[src/rtl/ddr_burst_seq.sv]
module ddr_burst_seq #(
  parameter int COL_W  = 8,
  parameter int BLW    = 4,
  parameter int T_BSTW = 2,
  parameter int T_WRD  = 2,
  parameter int T_DPL  = 2
) (
  input  logic             clk,
  input  logic             rst_n,
  input  logic [BLW-1:0]   bl_cfg,
  input  logic             req_valid,
  input  logic [1:0]       req_cmd,
  input  logic [COL_W-1:0] req_col,
  output logic             req_ready,
  output logic [2:0]       mem_cmd,
  output logic [COL_W-1:0] mem_col,
  output logic             beat_valid,
  output logic             beat_wr,
  output logic [COL_W-1:0] beat_col0,
  output logic [COL_W-1:0] beat_col1,
  output logic             dm,
  output logic             busy
);
  localparam int TM1  = (T_WRD > T_DPL) ? T_WRD : T_DPL;
  localparam int TMAX = (T_BSTW > TM1) ? T_BSTW : TM1;
  localparam int CW   = $clog2(TMAX + 1);
  localparam logic [2:0] C_NOP = 3'd0, C_WR = 3'd2, C_BST = 3'd4;
  localparam logic [1:0] Q_RD = 2'd1, Q_WR = 2'd2, Q_PRE = 2'd3;

  logic [2:0]       cmd_q;
  logic [COL_W-1:0] col_q, base_q, off_q, pend_col;
  logic [BLW-1:0]   bl_q, rem_q, pend_bl;
  logic [1:0]       pend_cmd;
  logic             act_q, wr_q, dm_q, wait_q;
  logic [CW-1:0]    cnt_q;

  logic             bl_ok, accept, iss, go_bst, go_mask;
  logic [1:0]       iss_cmd;
  logic [COL_W-1:0] iss_col, mask, hi;
  logic [BLW-1:0]   iss_bl;
  logic [CW-1:0]    t_load;

  assign bl_ok     = (bl_cfg == BLW'(2)) || (bl_cfg == BLW'(4)) || (bl_cfg == BLW'(8));
  assign req_ready = !wait_q && !(act_q && rem_q == BLW'(2)) && bl_ok;
  assign accept    = req_valid && req_ready && (req_cmd != 2'd0);
  assign mask      = COL_W'(bl_q) - COL_W'(1);
  assign hi        = base_q & ~mask;

  assign mem_cmd    = cmd_q;
  assign mem_col    = col_q;
  assign beat_valid = act_q;
  assign beat_wr    = act_q & wr_q;
  assign beat_col0  = act_q ? (hi | off_q) : '0;
  assign beat_col1  = act_q ? (hi | ((off_q + COL_W'(1)) & mask)) : '0;
  assign dm         = dm_q & act_q & wr_q;
  assign busy       = act_q | wait_q;

  always_comb begin
    iss     = 1'b0;
    go_bst  = 1'b0;
    go_mask = 1'b0;
    iss_cmd = req_cmd;
    iss_col = req_col;
    iss_bl  = bl_cfg;
    t_load  = CW'(T_BSTW);
    if (wait_q) begin
      iss_cmd = pend_cmd;
      iss_col = pend_col;
      iss_bl  = pend_bl;
      iss     = (cnt_q == CW'(1));
    end else if (accept) begin
      if (!act_q || rem_q == '0) begin
        iss = 1'b1;
      end else if (!wr_q && req_cmd == Q_WR) begin
        go_bst = 1'b1;
      end else if (wr_q && req_cmd != Q_WR) begin
        t_load = (req_cmd == Q_RD) ? CW'(T_WRD - 1) : CW'(T_DPL - 1);
        if (t_load == '0) iss = 1'b1;
        else go_mask = 1'b1;
      end else begin
        iss = 1'b1;
      end
    end
  end

  always_ff @(posedge clk) begin
    if (!rst_n) begin
      cmd_q    <= C_NOP;
      col_q    <= '0;
      base_q   <= '0;
      off_q    <= '0;
      bl_q     <= BLW'(2);
      rem_q    <= '0;
      act_q    <= 1'b0;
      wr_q     <= 1'b0;
      dm_q     <= 1'b0;
      wait_q   <= 1'b0;
      cnt_q    <= '0;
      pend_cmd <= '0;
      pend_col <= '0;
      pend_bl  <= BLW'(2);
    end else begin
      cmd_q <= C_NOP;
      col_q <= '0;
      if (iss) begin
        cmd_q  <= {1'b0, iss_cmd};
        col_q  <= (iss_cmd == Q_PRE) ? '0 : iss_col;
        act_q  <= (iss_cmd != Q_PRE);
        wr_q   <= (iss_cmd == Q_WR);
        base_q <= iss_col;
        off_q  <= iss_col & (COL_W'(iss_bl) - COL_W'(1));
        bl_q   <= iss_bl;
        rem_q  <= iss_bl - BLW'(2);
        dm_q   <= 1'b0;
        wait_q <= 1'b0;
      end else begin
        if (act_q && rem_q != '0) begin
          off_q <= (off_q + COL_W'(2)) & mask;
          rem_q <= rem_q - BLW'(2);
        end else begin
          act_q <= 1'b0;
        end
        if (wait_q) cnt_q <= cnt_q - CW'(1);
        if (go_bst || go_mask) begin
          wait_q   <= 1'b1;
          cnt_q    <= t_load;
          pend_cmd <= req_cmd;
          pend_col <= req_col;
          pend_bl  <= bl_cfg;
        end
        if (go_bst) begin
          cmd_q <= C_BST;
          act_q <= 1'b0;
        end
        if (go_mask) dm_q <= 1'b1;
      end
    end
  end

  p_bl_legal_r1: assert property (@(posedge clk) disable iff (!rst_n)
    beat_valid |-> (bl_q == BLW'(2) || bl_q == BLW'(4) || bl_q == BLW'(8)));

  p_wrap_r3: assert property (@(posedge clk) disable iff (!rst_n)
    (act_q && $past(act_q) && cmd_q == C_NOP) |-> (off_q == (($past(off_q) + COL_W'(2)) & mask)));

  p_upper_fixed_r4: assert property (@(posedge clk) disable iff (!rst_n)
    (act_q && $past(act_q) && cmd_q == C_NOP) |-> ((beat_col0 & ~mask) == ($past(beat_col0) & ~mask)));

  p_bst_gap_r6: assert property (@(posedge clk) disable iff (!rst_n)
    (cmd_q == C_BST) |=> (cmd_q == ((T_BSTW == 1) ? C_WR : C_NOP)));

  p_bst_stops_beats_r6: assert property (@(posedge clk) disable iff (!rst_n)
    (cmd_q == C_BST) |-> !beat_valid);

  p_dm_clear_r11: assert property (@(posedge clk) disable iff (!rst_n)
    (cmd_q != C_NOP && cmd_q != C_BST) |-> !dm);
endmodule

[config.mk]
export PLATFORM = sky130hd
export DESIGN_NAME = ddr_burst_seq
export DESIGN_NICKNAME = d
export VERILOG_FILES = /design/src/rtl/ddr_burst_seq.sv
export SDC_FILE = /design/constraint.sdc
export NUM_CORES = 1
export LEC_CHECK = 0
export ABC_AREA = 0
export CAP_MARGIN = 20
export CELL_PAD_IN_SITES_DETAIL_PLACEMENT = 0
export CELL_PAD_IN_SITES_GLOBAL_PLACEMENT = 2
export CORE_MARGIN = 1
export CORE_UTILIZATION = 26
export CTS_CLUSTER_SIZE = 8
export DETAILED_ROUTE_END_ITERATION = 7
export PLACE_DENSITY = 0.65
export SYNTH_ARGS = -nofsm -noshare
export SYNTH_HDL_FRONTEND = slang
export SYNTH_SLANG_ARGS = --single-unit
[constraint.sdc]
create_clock -name clk -period 2.9 [get_ports clk]
set_clock_uncertainty 0.15 [all_clocks]
set_input_delay 0.29 -clock clk [delete_from_list [all_inputs] [get_ports clk]]
set_output_delay 0.29 -clock clk [all_outputs]
set_load 0.02 [all_outputs]
# Word-level counts from Yosys, hierarchy flattened
# Index checks and enable logic that the tools add are counted.
[totals]
register_bits = 55
ram_bits = 0
out_inout_bits = 32
input_bits = 17
mem_bits_ro = 0
elab_cells = 106
latch_bits = 0
memories = 0
[op_classes]
addsub = 7
multipliers = 0
n_lt_le_gt_ge = 0
mux = 35
div = 0
n_shift = 0
n_bitwise = 13
reduce_logical = 25
eq_ne = 11
[op_table]
columns = ["operator", "n"]
rows = [
  ["$mux 8", 5],
  ["$and 8x8->8", 4],
  ["$mux 2", 9],
  ["$mux 1", 17],
  ["$or 8x8->8", 2],
  ["$mux 4", 3],
  ["$sub 4x1->5 const B", 2],
  ["$add 8x1->8 const B", 1],
  ["$add 8x2->8 const B", 1],
  ["$eq 4x2->1 const B", 2],
  ["$logic_and 1x1->1", 8],
  ["$not 8->8", 1],
  ["$sub 4x2->4 const B", 2],
  ["$eq 2x2->1 const B", 3],
  ["$reduce_bool 2->1", 3],
  ["$eq 4x3->1 const B", 1],
  ["$eq 4x4->1 const B", 1],
  ["$logic_not 1->1", 4],
  ["$logic_not 4->1", 1],
  ["$logic_or 1x1->1", 4],
  ["$ne 2x2->1 const B", 2],
  ["$reduce_and 2->1", 2],
  ["$reduce_bool 4->1", 1],
  ["$and 1x1->1", 3],
  ["8 further kinds", 9],
]

# Logic depth before layout (Yosys ltp)
[depth]
word_depth = 12
depth_mapped = 9
ltp_nobuf = 7

# Worst setup path before layout
# Ideal clock, no wire load.
[synth_timing]
path_type = "reg-to-output"
start = "register bl_q[0]"
end = "output beat_col1[6]"
path_stages_with_launch = 7
required_time_ns = 2.460
arrival_ns = 1.819
path_slack_ns = 0.641
n_path_buf = 1
cell_sequence = "dfxtp_1 -> inv_1 -> ha_1 -> nor3b_1 -> clkbuf_1 -> nor2_1 -> a311oi_1"
[synth_via]
elab_chain_cells = 5
word_cells_on_any_way = 6
cone_classes = "add/sub: 1; mux: 1; bitwise: 4"
[synth_rtl]
columns = ["element", "line_no", "source"]
rows = [
  ["start: declaration", "32", "logic [BLW-1:0] bl_q, rem_q, pend_bl;"],
  ["start signal: assignment", "112", "bl_q <= iss_bl;"],
  ["$sub 4x1->5 (*)", "46", "assign mask = COL_W'(bl_q) - COL_W'(1);"],
  ["$not 8->8", "47", "assign hi = base_q & ~mask;"],
  ["$and 8x8->8", "47", ""],
  ["$or 8x8->8 (*)", "54", "assign beat_col1 = act_q ? (hi | ((off_q + COL_W'(1)) & mask)) : '0;"],
  ["$mux 8 (*)", "54", ""],
  ["end: declaration", "20", "output logic [COL_W-1:0] beat_col1,"],
]
# Every way passes the cells marked *; elsewhere a longest branch is shown, timed or not.

# Final worst setup path
[layout_timing]
start = "register act_q, in the netlist beat_valid"
end = "output beat_col0[1]"
[layout_via]
elab_chain_cells = 1
[layout_rtl]
columns = ["element", "line_no", "source"]
rows = [
  ["start: declaration", "34", "logic act_q, wr_q, dm_q, wait_q;"],
  ["start signal: assignment", "108", "act_q <= (iss_cmd != Q_PRE);"],
  ["$mux 8", "53", "assign beat_col0 = act_q ? (hi | off_q) : '0;"],
  ["end: declaration", "19", "output logic [COL_W-1:0] beat_col0,"],
]
# Every way passes these cells.

==> results.yml <==
final_layout:
  stdcell_area_um2: 3824
  num_antenna_cells: 0
  drive_gt1_share_pct: 11.37
  instances_no_fill: 527
  syn_to_final_growth_pct: 28.13
  num-nets-final: 413
  utilization_pct: 34.66
setup_path:
  endpoint_kind: "output pin"
  crit_chain: "clkinv_1, buf_4, nor2_1, clkdlybuf4s50_1"
  critPathTopFamily: "buffers and inverters"
  slowest_stage: "clkdlybuf4s50_1"
  reg2reg_from: "wait_q"
  worstPathArrival_ns: 2.20
  reg2reg_depth: 8
  cpPeakStageDelay_ns: 0.60
  reg2reg_to: "off_q[2]"
  required_ns: 2.46
  r2r_setup_slack_ns: 0.38
  crit_buf_inv: 3
  path_class: "reg -> out"
  critical_path.max_fanout: 11
  cp-start-kind: "flop"
sta:
  worstMarginPinSlew_ns: 0.4721
  drv_slew: 0
  setup_slack_ns: 0.2566
  tns_ns: 0
  whs_ns: 0.3254
  rsz0062_at_grt: "false"
  fin_crit_sh_pct: 91.15
  fmax_mhz: 378.3
  finalHoldViolCount: 0
  max_slew_margin_pct: 67.63
  finalSetupViolCount: 0
  period_minus_slack_ns: 2.643
die:
  fp.dieH_um: 109.1
  core_um2: 11030
  row_count: 38
  io_pins: 49
  die_area_um2: 11910
  die_w_um: 109.1
  start_util_pct: 27.05
route:
  num_vias: 2518
  final_antenna_net_count: 0
  viasPerCell: 4.778
  drtIter0Drc: 115
  firstDrtPassIters: 4
  drc: 0
  routed_wl_um: 8054
  wl_per_cell_um: 15.28
place:
  dpl_cell_area_um2: 3665
  place_ws_ns: 0.2683
  placedCellCount: 519
  port_buffers: 48
  hpwlAfterDp_um: 6077
  gp_congestion: 0.7994
cts:
  cts.clk_slew.worst_paths_ns: 0.07
  cts_buffers: 5
  cts_setup_buffers: 0
  cts_tree: "built"
  cts-hold-fix-buffers: 0
  cts_buffer_depth: 2
  clock-sinks: 55
  insertion_delay_ns: 0.29
  cts_root_buffer: "clkbuf_16"
  htree_levels: 2
power:
  pwr-share-clk_pct: 38.1
  p_int_mw: 1.183
  combPwrFrac_pct: 12.3
  pwr_density_cell_nw_per_um2: 419.3
  p_leak_nw: 1.419
  finalPower_mw: 1.603
  swShare_pct: 26.21
  vdd_ir_drop_max_uv: 279.4
  p_sw_uw: 420.2
  seqPwrFrac_pct: 49.6
synth:
  synth_top_area_share_pct: 36.90
  avgSynthCellArea_um2: 8.829
  synth_seq_cells: 55
  ys.flop_type: "dfxtp_1"
  yosys-top-cells-area: "dfxtp_1, mux2i_1, nor2_1"
  synth_nets: 365
  yosys_warnings: 0
  synth_cells: 338
  synth_seq_area_share_pct: 36.90
  synth_top_cell_by_area: "dfxtp_1"
  synth-edff-count: 0
  synth_cell_type_count: 53
  ys_async_sr_fraction_pct: 0
  synth_common_cells: "nor2_1, dfxtp_1, mux2i_1"
  synth_area_um2: 2984
  synth_most_common_cell: "nor2_1"
hold_path:
  min_from: "pend_bl[1]"
  min_delay_path_depth: 2
  hp-class: "reg -> reg"
  hold_end: "pend_bl[1]"
global_route:
  grt_max_degree: 27
  antenna_found_initial: 0
  first_global_vias: 2506
  grt_overflow: 0
  grt_pass1_wl_um: 13390
  grt_use_total_pct: 14.74
flow_run:
  drv_cap: 0
outcome:
  status: "finished clean"
-- registers in the layout (all words and copies together) (netlist names) --
name,flops
base_q,8
beat_valid,1
bl_q,4
cnt_q,2
dm_q,1
mem_cmd,3
mem_col,8
off_q,8
pend_bl,4
pend_cmd,2
pend_col,8
rem_q,4
wait_q,1
wr_q,1
-- worst min-delay path, cell delays in order, from the launching register on --
cell and delay, ns:
dfxtp_1 0.33, mux2i_1 0.07, nand2_1 0.05
-- final cells by class --
class | count | area, µm²
clock buffers | 5 | 125.1
clock inverters | 3 | 25.02
fillers | 1191 | 7207
inverters | 14 | 52.55
multi-input cells | 248 | 1703
flip-flops and latches | 55 | 1101
well taps | 140 | 175.2
repair buffers | 62 | 641.9
-- cells in the final DEF, fill, tap and decap left out, types with 7 or more instances in the layout --
cell type	count
a211oi_2	11
a211oi_1	7
mux2i_1	25
nand2_1	15
ha_1	9
xnor2_1	7
inv_1	13
buf_4	10
clkdlybuf4s50_1	44
o21ai_0	12
nand3_1	7
nor3_1	7
nor2_1	61
a21oi_1	19
dfxtp_1	55
-- cell families (layout without fill, tap and decap cells) --
logic type	count (synthesis)	in the layout	share of synthesized area [%]
buffers and inverters	35	84	6.415
XOR/XNOR	13	13	3.816
multiplexers	27	27	9.140
adder cells (fa/ha/maj)	10	10	4.193
flip-flops	55	55	36.90
AO/OA/AOI/OAI	79	79	20.67
AND/OR/NAND/NOR	119	119	18.87
-- metal layers --
layer | wire [µm] | track usage (%)
met1 | 4261 | 21.46
met2 | 3512 | 22.46
met3 | 209 | 2.152
met4 | 71 | 3.764
met5 | 0 | 0
-- repair_timing --
action / in CTS / in global routing
setup endpoints to repair: 1 / 3
resized for setup: 1 / 4
pin swaps: 0 / 0
-- worst max path at each step --
stage | startpoint | to | slack [ns] | cells past startpoint
global route | beat_valid | beat_col0[0] | 0.07 | 4
finish | beat_valid | beat_col0[1] | 0.26 | 4
global placement | off_q[0] | beat_col1[6] | 0.24 | 5
floorplan | bl_q[0] | beat_col1[6] | 0.64 | 6
detailed placement | off_q[0] | beat_col1[6] | 0.27 | 5
CTS | off_q[2] | beat_col1[7] | 0.003 | 7
-- power groups by stage --
stage	Sequential [mW]	Combinational (mW)	Clock (mW)
floorplan	0.805	0.125	0
global placement	0.813	0.199	0
detailed placement	0.812	0.198	0
CTS	0.794	0.200	0.633
global route	0.798	0.219	0.663
finish	0.795	0.197	0.611
Power figures use the tool's default switching activity.
